<file path="config.mk">
export PLATFORM = sky130hd
export DESIGN_NAME = snd_dma_ctrl
export DESIGN_NICKNAME = d
export VERILOG_FILES = /design/src/rtl/snd_dma_pkg.sv /design/src/rtl/snd_dma_regs.sv /design/src/rtl/snd_dma_queue.sv /design/src/rtl/snd_dma_xfer.sv /design/src/rtl/snd_dma_ctrl.sv
export SDC_FILE = /design/constraint.sdc
export NUM_CORES = 1
export LEC_CHECK = 0
export BUFFER_PORTS_ARGS = -buffer_cell sky130_fd_sc_hd__buf_2
export CORE_MARGIN = 4
export CORE_UTILIZATION = 50
export CTS_BUF_LIST = sky130_fd_sc_hd__clkbuf_4 sky130_fd_sc_hd__clkbuf_8
export DETAILED_ROUTE_END_ITERATION = 12
export GPL_ROUTABILITY_DRIVEN = 0
export HOLD_SLACK_MARGIN = 0.08
export PLACE_DENSITY = 0.67
export SLEW_MARGIN = 15
export SYNTH_ARGS = -nofsm -noshare
export SYNTH_HDL_FRONTEND = slang
export SYNTH_SLANG_ARGS = --single-unit
</file>
<file path="constraint.sdc">
create_clock -name clk -period 3.7 [get_ports clk]
set_input_delay 0.185 -clock clk [delete_from_list [all_inputs] [get_ports clk]]
set_output_delay 0.185 -clock clk [all_outputs]
set_load 0.03 [all_outputs]
</file>
<file path="src/rtl/snd_dma_pkg.sv">
`timescale 1ns/1ps
package snd_dma_pkg;

  localparam int DW    = 32;
  localparam int OFS_W = 5;

  typedef enum logic [2:0] {
    IDX_RATE  = 3'd0,
    IDX_BRATE = 3'd1,
    IDX_CTRL  = 3'd2,
    IDX_STAT  = 3'd3,
    IDX_ADDR  = 3'd4,
    IDX_LEN   = 3'd5
  } reg_idx_e;

  // exchange the two bytes inside each 16-bit half
  function automatic logic [DW-1:0] halfword_swap(input logic [DW-1:0] w);
    return {w[23:16], w[31:24], w[7:0], w[15:8]};
  endfunction

  // full shows on bit 31 and bit 0, busy on bit 30
  function automatic logic [DW-1:0] status_word(input logic full, input logic busy);
    logic [DW-1:0] s;
    s     = '0;
    s[31] = full;
    s[30] = busy;
    s[0]  = full;
    return s;
  endfunction

endpackage

</file>
<file path="src/rtl/snd_dma_regs.sv">
`timescale 1ns/1ps
module snd_dma_regs
  import snd_dma_pkg::*;
#(
  parameter int ADDR_W  = 24,
  parameter int LEN_W   = 18,
  parameter int RATE_W  = 14,
  parameter int BRATE_W = 4
) (
  input  logic              clk,
  input  logic              rst_n,
  input  logic              wr_en,
  input  logic [OFS_W-1:0]  ofs,
  input  logic [DW-1:0]     wdata,
  input  logic              q_full,
  input  logic              q_busy,
  output logic [DW-1:0]     rdata,
  output logic              len_wr,
  output logic              stat_wr,
  output logic [ADDR_W-1:0] addr_q,
  output logic [LEN_W-1:0]  len_new,
  output logic [RATE_W-1:0] rate_q
);

  logic [2:0]         idx;
  logic [LEN_W-1:0]   len_q;
  logic [DW-1:0]      ctrl_q;
  logic [BRATE_W-1:0] brate_q;
  logic               unused_ofs_lo;

  assign idx           = ofs[OFS_W-1:2];
  assign unused_ofs_lo = ^ofs[1:0];
  assign len_new       = {wdata[LEN_W-1:3], 3'b000};
  assign len_wr        = wr_en && (idx == IDX_LEN);
  assign stat_wr       = wr_en && (idx == IDX_STAT);

  always_ff @(posedge clk or negedge rst_n) begin
    if (!rst_n) begin
      addr_q  <= '0;
      len_q   <= '0;
      ctrl_q  <= '0;
      rate_q  <= '0;
      brate_q <= '0;
    end else if (wr_en) begin
      case (idx)
        IDX_RATE:  rate_q  <= wdata[RATE_W-1:0];
        IDX_BRATE: brate_q <= wdata[BRATE_W-1:0];
        IDX_CTRL:  ctrl_q  <= wdata;
        IDX_ADDR:  addr_q  <= {wdata[ADDR_W-1:3], 3'b000};
        IDX_LEN:   len_q   <= len_new;
        default:   ;
      endcase
    end
  end

  always_comb begin
    case (idx)
      IDX_RATE:  rdata = DW'(rate_q);
      IDX_BRATE: rdata = DW'(brate_q);
      IDX_CTRL:  rdata = ctrl_q;
      IDX_STAT:  rdata = status_word(q_full, q_busy);
      IDX_ADDR:  rdata = DW'(addr_q);
      IDX_LEN:   rdata = q_full ? DW'(len_q) : '0;
      default:   rdata = '0;
    endcase
  end

endmodule

</file>
<file path="src/rtl/snd_dma_queue.sv">
`timescale 1ns/1ps
module snd_dma_queue #(
  parameter int ADDR_W = 24,
  parameter int LEN_W  = 18
) (
  input  logic              clk,
  input  logic              rst_n,
  input  logic              push,
  input  logic              pop,
  input  logic [ADDR_W-1:0] push_addr,
  input  logic [LEN_W-1:0]  push_len,
  output logic [1:0]        cnt,
  output logic [ADDR_W-1:0] nxt_addr,
  output logic [LEN_W-1:0]  nxt_len
);

  localparam int SLOTS = 2;

  logic [ADDR_W-1:0] slot_addr [SLOTS];
  logic [LEN_W-1:0]  slot_len  [SLOTS];
  logic              wi, ri;

  // slot after the head: the one that loads when the head completes
  assign nxt_addr = slot_addr[~ri];
  assign nxt_len  = slot_len[~ri];

  always_ff @(posedge clk or negedge rst_n) begin
    if (!rst_n) begin
      for (int s = 0; s < SLOTS; s++) begin
        slot_addr[s] <= '0;
        slot_len[s]  <= '0;
      end
    end else if (push) begin
      for (int s = 0; s < SLOTS; s++) begin
        if (wi == 1'(s)) begin
          slot_addr[s] <= push_addr;
          slot_len[s]  <= push_len;
        end
      end
    end
  end

  always_ff @(posedge clk or negedge rst_n) begin
    if (!rst_n) begin
      wi  <= 1'b0;
      ri  <= 1'b0;
      cnt <= 2'd0;
    end else begin
      if (push) wi <= ~wi;
      if (pop)  ri <= ~ri;
      case ({push, pop})
        2'b10:   cnt <= cnt + 2'd1;
        2'b01:   cnt <= cnt - 2'd1;
        default: ;
      endcase
    end
  end

endmodule

</file>
<file path="src/rtl/snd_dma_xfer.sv">
`timescale 1ns/1ps
module snd_dma_xfer #(
  parameter int ADDR_W = 24,
  parameter int LEN_W  = 18,
  parameter int RATE_W = 14
) (
  input  logic              clk,
  input  logic              rst_n,
  input  logic              load,
  input  logic [ADDR_W-1:0] ld_addr,
  input  logic [LEN_W-1:0]  ld_len,
  input  logic [RATE_W-1:0] rate,
  output logic              busy,
  output logic              frame_evt,
  output logic              done_evt,
  output logic [ADDR_W-1:0] cur_addr
);

  localparam int FRM_W = LEN_W - 2;

  logic [FRM_W-1:0]  frames_q;
  logic [RATE_W-1:0] div_q;
  logic              last_frame;
  logic              unused_len_lo;

  // 4 bytes per stereo frame
  function automatic logic [FRM_W-1:0] frames_in(input logic [LEN_W-1:0] len);
    return len[LEN_W-1:2];
  endfunction

  assign unused_len_lo = ^ld_len[1:0];
  assign frame_evt     = busy && (frames_q != '0) && (div_q == '0);
  assign last_frame    = (frames_q == FRM_W'(1));
  assign done_evt      = busy && ((frames_q == '0) || (frame_evt && last_frame));

  always_ff @(posedge clk or negedge rst_n) begin
    if (!rst_n) begin
      busy     <= 1'b0;
      frames_q <= '0;
      div_q    <= '0;
      cur_addr <= '0;
    end else if (load) begin
      busy     <= 1'b1;
      frames_q <= frames_in(ld_len);
      div_q    <= rate;
      cur_addr <= ld_addr;
    end else if (done_evt) begin
      busy     <= 1'b0;
    end else if (frame_evt) begin
      frames_q <= frames_q - FRM_W'(1);
      div_q    <= rate;
      cur_addr <= cur_addr + ADDR_W'(4);
    end else if (busy) begin
      div_q    <= div_q - RATE_W'(1);
    end
  end

endmodule

</file>
<file path="src/rtl/snd_dma_ctrl.sv">
`timescale 1ns/1ps
module snd_dma_ctrl
  import snd_dma_pkg::*;
#(
  parameter int ADDR_W  = 24,
  parameter int LEN_W   = 18,
  parameter int RATE_W  = 14,
  parameter int BRATE_W = 4
) (
  input  logic              clk,
  input  logic              rst_n,
  input  logic              reg_wr,
  input  logic [OFS_W-1:0]  reg_ofs,
  input  logic [DW-1:0]     reg_wdata,
  output logic [DW-1:0]     reg_rdata,
  output logic [ADDR_W-1:0] mem_addr,
  input  logic [DW-1:0]     mem_rdata,
  output logic              frame_vld,
  output logic [DW-1:0]     frame_data,
  output logic              irq
);

  // named internal events, also seen by the bound checker
  logic              len_wr_evt, stat_wr_evt, push_evt, done_evt, frame_evt;
  logic              busy, full, more_left, load_evt;
  logic [1:0]        entry_cnt;
  logic [ADDR_W-1:0] addr_q, nxt_addr, cur_addr, ld_addr;
  logic [LEN_W-1:0]  len_new, nxt_len, ld_len;
  logic [RATE_W-1:0] rate_q;

  assign full      = (entry_cnt == 2'd2);
  assign push_evt  = len_wr_evt && !full;
  assign more_left = full || ((entry_cnt == 2'd1) && push_evt);
  assign load_evt  = (push_evt && !busy) || (done_evt && more_left);
  // a descriptor written this edge is loaded straight from the bus
  assign ld_addr   = push_evt ? addr_q  : nxt_addr;
  assign ld_len    = push_evt ? len_new : nxt_len;

  snd_dma_regs #(
    .ADDR_W(ADDR_W), .LEN_W(LEN_W), .RATE_W(RATE_W), .BRATE_W(BRATE_W)
  ) u_regs (
    .clk(clk), .rst_n(rst_n), .wr_en(reg_wr), .ofs(reg_ofs), .wdata(reg_wdata),
    .q_full(full), .q_busy(busy), .rdata(reg_rdata),
    .len_wr(len_wr_evt), .stat_wr(stat_wr_evt),
    .addr_q(addr_q), .len_new(len_new), .rate_q(rate_q)
  );

  snd_dma_queue #(.ADDR_W(ADDR_W), .LEN_W(LEN_W)) u_queue (
    .clk(clk), .rst_n(rst_n), .push(push_evt), .pop(done_evt),
    .push_addr(addr_q), .push_len(len_new), .cnt(entry_cnt),
    .nxt_addr(nxt_addr), .nxt_len(nxt_len)
  );

  snd_dma_xfer #(.ADDR_W(ADDR_W), .LEN_W(LEN_W), .RATE_W(RATE_W)) u_xfer (
    .clk(clk), .rst_n(rst_n), .load(load_evt), .ld_addr(ld_addr), .ld_len(ld_len),
    .rate(rate_q), .busy(busy), .frame_evt(frame_evt), .done_evt(done_evt),
    .cur_addr(cur_addr)
  );

  always_ff @(posedge clk or negedge rst_n) begin
    if (!rst_n)           irq <= 1'b0;
    else if (done_evt)    irq <= 1'b1;
    else if (stat_wr_evt) irq <= 1'b0;
  end

  assign mem_addr   = cur_addr;
  assign frame_vld  = frame_evt;
  assign frame_data = halfword_swap(mem_rdata);

endmodule

</file>
Yosys cells after proc, flatten, opt, wreduce, memory -nomap -nowiden. Index checks and enable logic that the tools add are counted.

Memory bits (read-only): 0. Output and inout bits: 90. Input port bits: 72. Memories: 0. Latch bits: 0. Logic and storage cells: 95. Register bits after elaboration: 218. Memory bits (writable): 0.

Bitwise logic cells: 3. Equal/unequal tests: 11. Reductions and logical operators: 33. Shift-type cells: 0. Div/mod/pow operators: 0. Add/subtract/negate cells: 5. $mul: 0. $lt $le $gt $ge: 1. Mux-type cells: 25.

Operators by type and width (number): case mux 32 bit (6 select lines) (1); 2-to-1 mux 24 bit (7); 2-to-1 mux 18 bit (5); 2-to-1 mux 14 bit (4); 2-to-1 mux 16 bit (3); adder 24 x 3 -> 24 bit (second input constant) (1); AND reduction 2 bit (9); equality test 16 x 1 -> 1 bit (second input constant) (1); logical NOT 16 bit (1); nonzero test 16 bit (1); subtractor 16 x 1 -> 16 bit (second input constant) (1); logical NOT 14 bit (1); subtractor 14 x 1 -> 14 bit (second input constant) (1); logical AND 1 bit (10); nonzero test 2 bit (4); equality test 3 x 2 -> 1 bit (second input constant) (2); equality test 3 bit (second input constant) (2); equality test 2 x 1 -> 1 bit (second input constant) (2); equality test 2 bit (second input constant) (2); 2-to-1 mux 1 bit (4); case mux 2 bit (2 select lines) (1); equality test 3 x 1 -> 1 bit (second input constant) (1); logical NOT 3 bit (1); logical OR 1 bit (3); 8 further kinds (10).

Logic depth before layout (Yosys ltp).
Depth after elaboration: 10. Gate-level depth with buffers: 10.

Cells and area by module. A second synthesis with hierarchy kept.

Cells, all modules: 1014. Area total of the unflattened synthesis: 12483.2 um^2.

By module, submodules not included: snd_dma_regs (times used 1, cells each 295, area an instance 4075.2 um^2); snd_dma_queue (times used 1, cells each 237, area an instance 3817.4 um^2); snd_dma_xfer (times used 1, cells each 393, area an instance 3545.9 um^2); snd_dma_ctrl (times used 1, cells each 89, area an instance 1044.8 um^2).

Worst setup path before layout. OpenSTA, ideal clock, no wires.

Kind: flip-flop to flip-flop. From: register u_xfer.frames_q[0]. To: register u_xfer.div_q[12]. Required time: 3.574 ns. Stages on the path, launching flop included: 9. Path slack: 1.252 ns. Period minus slack after synthesis: 2.448 ns. Path buffers: 0. Arrival: 2.322 ns. Cell sequence: dfrtp_1 inv_1 ha_1 nor3b_2 nand4_1 nor3b_2 a21o_2 o21ai_1 a221o_1.

Word-level cells in the longest chain between the ends: 10.

Ends and longest elaborated chain: start: declaration (line snd_dma_xfer.sv:21) `logic [FRM_W-1:0] frames_q;`; start signal: assignment (line snd_dma_xfer.sv:44) `frames_q <= frames_in(ld_len);`; start signal: assignment (line snd_dma_xfer.sv:50) `frames_q <= frames_q - FRM_W'(1);`; nonzero test 16 bit * (line snd_dma_xfer.sv:32) `assign frame_evt = busy && (frames_q != '0) && (div_q == '0);`; logical AND 1 bit * (2 in series) (line snd_dma_xfer.sv:32); named net frame_vld (line snd_dma_ctrl.sv:18) `output logic frame_vld,`; logical AND 1 bit (line snd_dma_xfer.sv:34) `assign done_evt = busy && ((frames_q == '0) || (frame_evt && last_frame));`; logical OR 1 bit (line snd_dma_xfer.sv:34); logical AND 1 bit (line snd_dma_xfer.sv:34); logical AND 1 bit (line snd_dma_ctrl.sv:34) `assign load_evt = (push_evt && !busy) || (done_evt && more_left);`; logical OR 1 bit (line snd_dma_ctrl.sv:34); inequality test 2 x 1 -> 1 bit (no source line) / nonzero test 3 bit (equally long branches); AND reduction 2 bit (no source line); end signal: assignment (line snd_dma_xfer.sv:45) `div_q <= rate;`; end signal: assignment (line snd_dma_xfer.sv:51) `div_q <= rate;`; end signal: assignment (line snd_dma_xfer.sv:54) `div_q <= div_q - RATE_W'(1);`; end: declaration (line snd_dma_xfer.sv:22) `logic [RATE_W-1:0] div_q;`.

The timed path passes the listed nets; every way through them passes the cells marked *. The select of a mux whose other input is x is not followed. A chain may end at the register's enable or synchronous reset.

Worst setup path in the final report.
From: register u_xfer.frames_q[0]. To: register u_xfer.frames_q[1].

Word-level cells in the longest chain between the ends: 10.

Ends and longest elaborated chain: branches (longest 10 deep; another with subtractor 16 x 1 -> 16 bit).

Several ways; the timed one is not identified. The select of a mux whose other input is x is not followed.

==> metrics <==
outcome=complete, no violations; initial antenna violation count=0; most frequent cells in the layout=215 x dfrtp_1, 159 x mux2_2, 92 x buf_2, 80 x mux2i_1, 61 x nor2_1; clk_lat worst skew=0.54 ns; Via density=5.68; DRC Markers=0; P_int=5.25 mW; GRT Overall Usage=21.5%; EDFF count, synth=0; Die Y=158 um; H-tree levels=2; leading post-synthesis cells by cell area=dfrtp_1 48%, mux2_2 16%, mux2i_1 7.2%; Syn Area/Cell=11.2 um2; TritonCTS buffer count=37; peak supply drop=0.355 mV; Fin Clk Skew=0.0191 ns; clk buf depth=3; Antenna diodes=0; Initial Util=51.1%; CTS tree=built; Post-Route WL=26100 um; Async S/R FF share, synth=100%; number of global-route vias before repair=8082; Sum Neg Setup Slack=0 ns; nets=1174; layout cells sized above 1=32.9%; die footprint=24800 um2; number of I/O port buffers=93; Crit Path Max Fanout=46; slowest stage delay, CP=0.44 ns; R2R Setup Slk=0.92 ns; Top FF cell, synth=dfrtp_1; Final ANT Viol Nets=0; Worst setup EP type=register; Final min period=2.78 ns; switching power total=2.32 mW; pwr/cell area=591 nW/um2; dominant cell type by area after synthesis=dfrtp_1; setup bufs post-CTS=0; IO Pins=162; TritonCTS Sinks=216; Final Hold Viols=0; Worst Setup Path Type=reg2reg; first-pass detailed-route iteration total=5; core area=21900 um2; Tcrit/Tclk final=75.1%; Hold Crit Depth=4; Area Growth Syn to Fin=14.5%; Clock transition at path regs=0.06 ns; Sw Ratio=30.6%; Clock power frac=29.5%; min setup slack post-route=0.922 ns; most common cell after layout, fill and taps aside=dfrtp_1; Max Slew Vio Count=0; Worst path slowest cell=dfrtp_1; leakage=5.76 nW; Row Count=54; Worst Path Arrival=3.21 ns; FILL cells=1861; warnings from Yosys=0; post-synthesis instance area=11200 um2; Critical Path, Cell by Cell=inv_1 -> ha_1 -> nor3b_2 -> and3_1 -> a21oi_1 -> a21boi_4 -> buf_12 -> mux2_2 -> o21ai_0; remaining global-route overflow=0; Min-Delay Path Class=in2reg; Synth Instances=996; distinct cell type count after synthesis=64; die width=158 um; Post-DP HPWL=17800 um; DR vias=7969; register area=5410 um2; Slew @ Worst Pin=1.07 ns; Hold WS=0.185 ns; Max Freq=360 MHz; multi-input logic area=5170 um2; reg2reg path depth=9; Relative slew margins=28.9%; count of final setup violators=0; post-synthesis register bit count=216; area share of the leading cell type in the synthesized netlist=48.3%; CP required=4.14 ns; Max Cap Viol=0; pre-CTS WS=0.844 ns; RSZ-0062 raised after global routing=no; combinational power share=22.9%; WL per Instance=18.6 um; post-synthesis sequential area ratio=48.3%; detailed router's first-iteration violation count=422; largest net degree at the start of global routing=96; sequential cell fraction of total power=47.6%; first-pass GRT wire length=42800 um; critical path launch point type=register; clock root buffer=clkbuf_8
worst max-delay path: cells and delay by family, from the launching register on:
kind	cells	cell delay, ns
adders and majority gates	1	0.20
and+or+nand+nor	2	0.76
AOI/OAI and AO/OA	3	0.57
muxes	1	0.36
DFF	1	0.44
buffers and inverters	2	0.35
cells in the mapped netlist, drive strengths merged, types with 3 or more instances:
cell type  count
dfrtp        216
buf           64
a21oi         46
a22oi          5
and2          11
a222oi         4
o2bb2ai        9
a2bb2oi        5
nand4         19
nor2          63
nand3         16
nand2         57
xor2          15
o21ai         55
nor4          11
or2            3
and3          11
nor3          20
ha             8
or3            4
inv           29
o211ai        16
clkbuf        25
mux2i         80
xnor2          4
a22o           8
nor2b          4
o22ai          7
mux2         159
through the flow:
step | power (mW) | utilization (%) | std cells | instance area, um2
floorplan | 4.87 | - | 997 | 11200
global placement | 5.26 | 53.4 | 1301 | 11700
detailed placement | 5.35 | 53.4 | 1301 | 11700
CTS | 7.63 | 58.5 | 1403 | 12800
global route | 8.04 | 58.5 | 1403 | 12800
finish | 7.57 | 58.5 | 1403 | 12800
state kept, by name, indices dropped and copies added (netlist names):
signal and flops:
irq 1, u_queue.cnt 2, u_queue.ri 1, u_queue.slot_addr 42, u_queue.slot_len 30, u_queue.wi 1
u_regs.addr_q 21, u_regs.brate_q 4, u_regs.ctrl_q 32, u_regs.len_q 15, u_regs.rate_q 14, u_xfer.busy 1
u_xfer.cur_addr 22, u_xfer.div_q 14, u_xfer.frames_q 16
kinds of logic after synthesis:
logic type	Yosys count	share of synthesized area [%]
compound gates	168	9.87
fa+ha+maj	8	0.894
mux	240	23.4
simple gates	226	10.3
buf+inv	118	5.75
xor+xnor	19	1.49
other cells	1	0.0335
flops	216	48.3
what timing repair did:
action	4_1_cts	5_1_grt
endpoints found under the hold margin	213	0
gates resized for setup	0	0
hold buffers	34	0
layer usage:
layer	global-route usage, %	up-vias	wire length, um
li1	-	3743	-
met1	30.4	4007	12200
met2	34.4	190	12300
met3	4.43	29	1330
met4	5.16	0	304
met5	0	-	0
cell type report:
class | count | share of cell area (%)
flip-flops and latches | 216 | 42.2
clock buffers | 58 | 5.64
clock inverters | 10 | 0.469
well taps | 280 | 2.73
inverters | 29 | 0.850
repair buffers | 147 | 7.73
multi-input cells | 663 | 40.4
path summary, 6_finish.rpt:
kind	end	start
hold reg to reg	u_xfer.div_q[8]	u_xfer.div_q[8]
setup reg to reg	u_xfer.frames_q[1]	u_xfer.frames_q[0]
hold / removal	irq	reg_ofs[2]
setup / recovery	u_xfer.frames_q[1]	u_xfer.frames_q[0]
max in group asynchronous	u_xfer.cur_addr[14]	rst_n
min in group asynchronous	u_regs.brate_q[2]	rst_n
power by group through the flow:
stage	registers, mW	clock network [mW]	logic [mW]
2_1_floorplan	3.48	0	1.39
4_1_cts	3.60	2.28	1.75
3_3_place_gp	3.60	0	1.66
3_5_place_dp	3.64	0	1.71
6_report	3.60	2.23	1.74
5_1_grt	3.70	2.39	1.95
(Power assumes the default switching activity.)
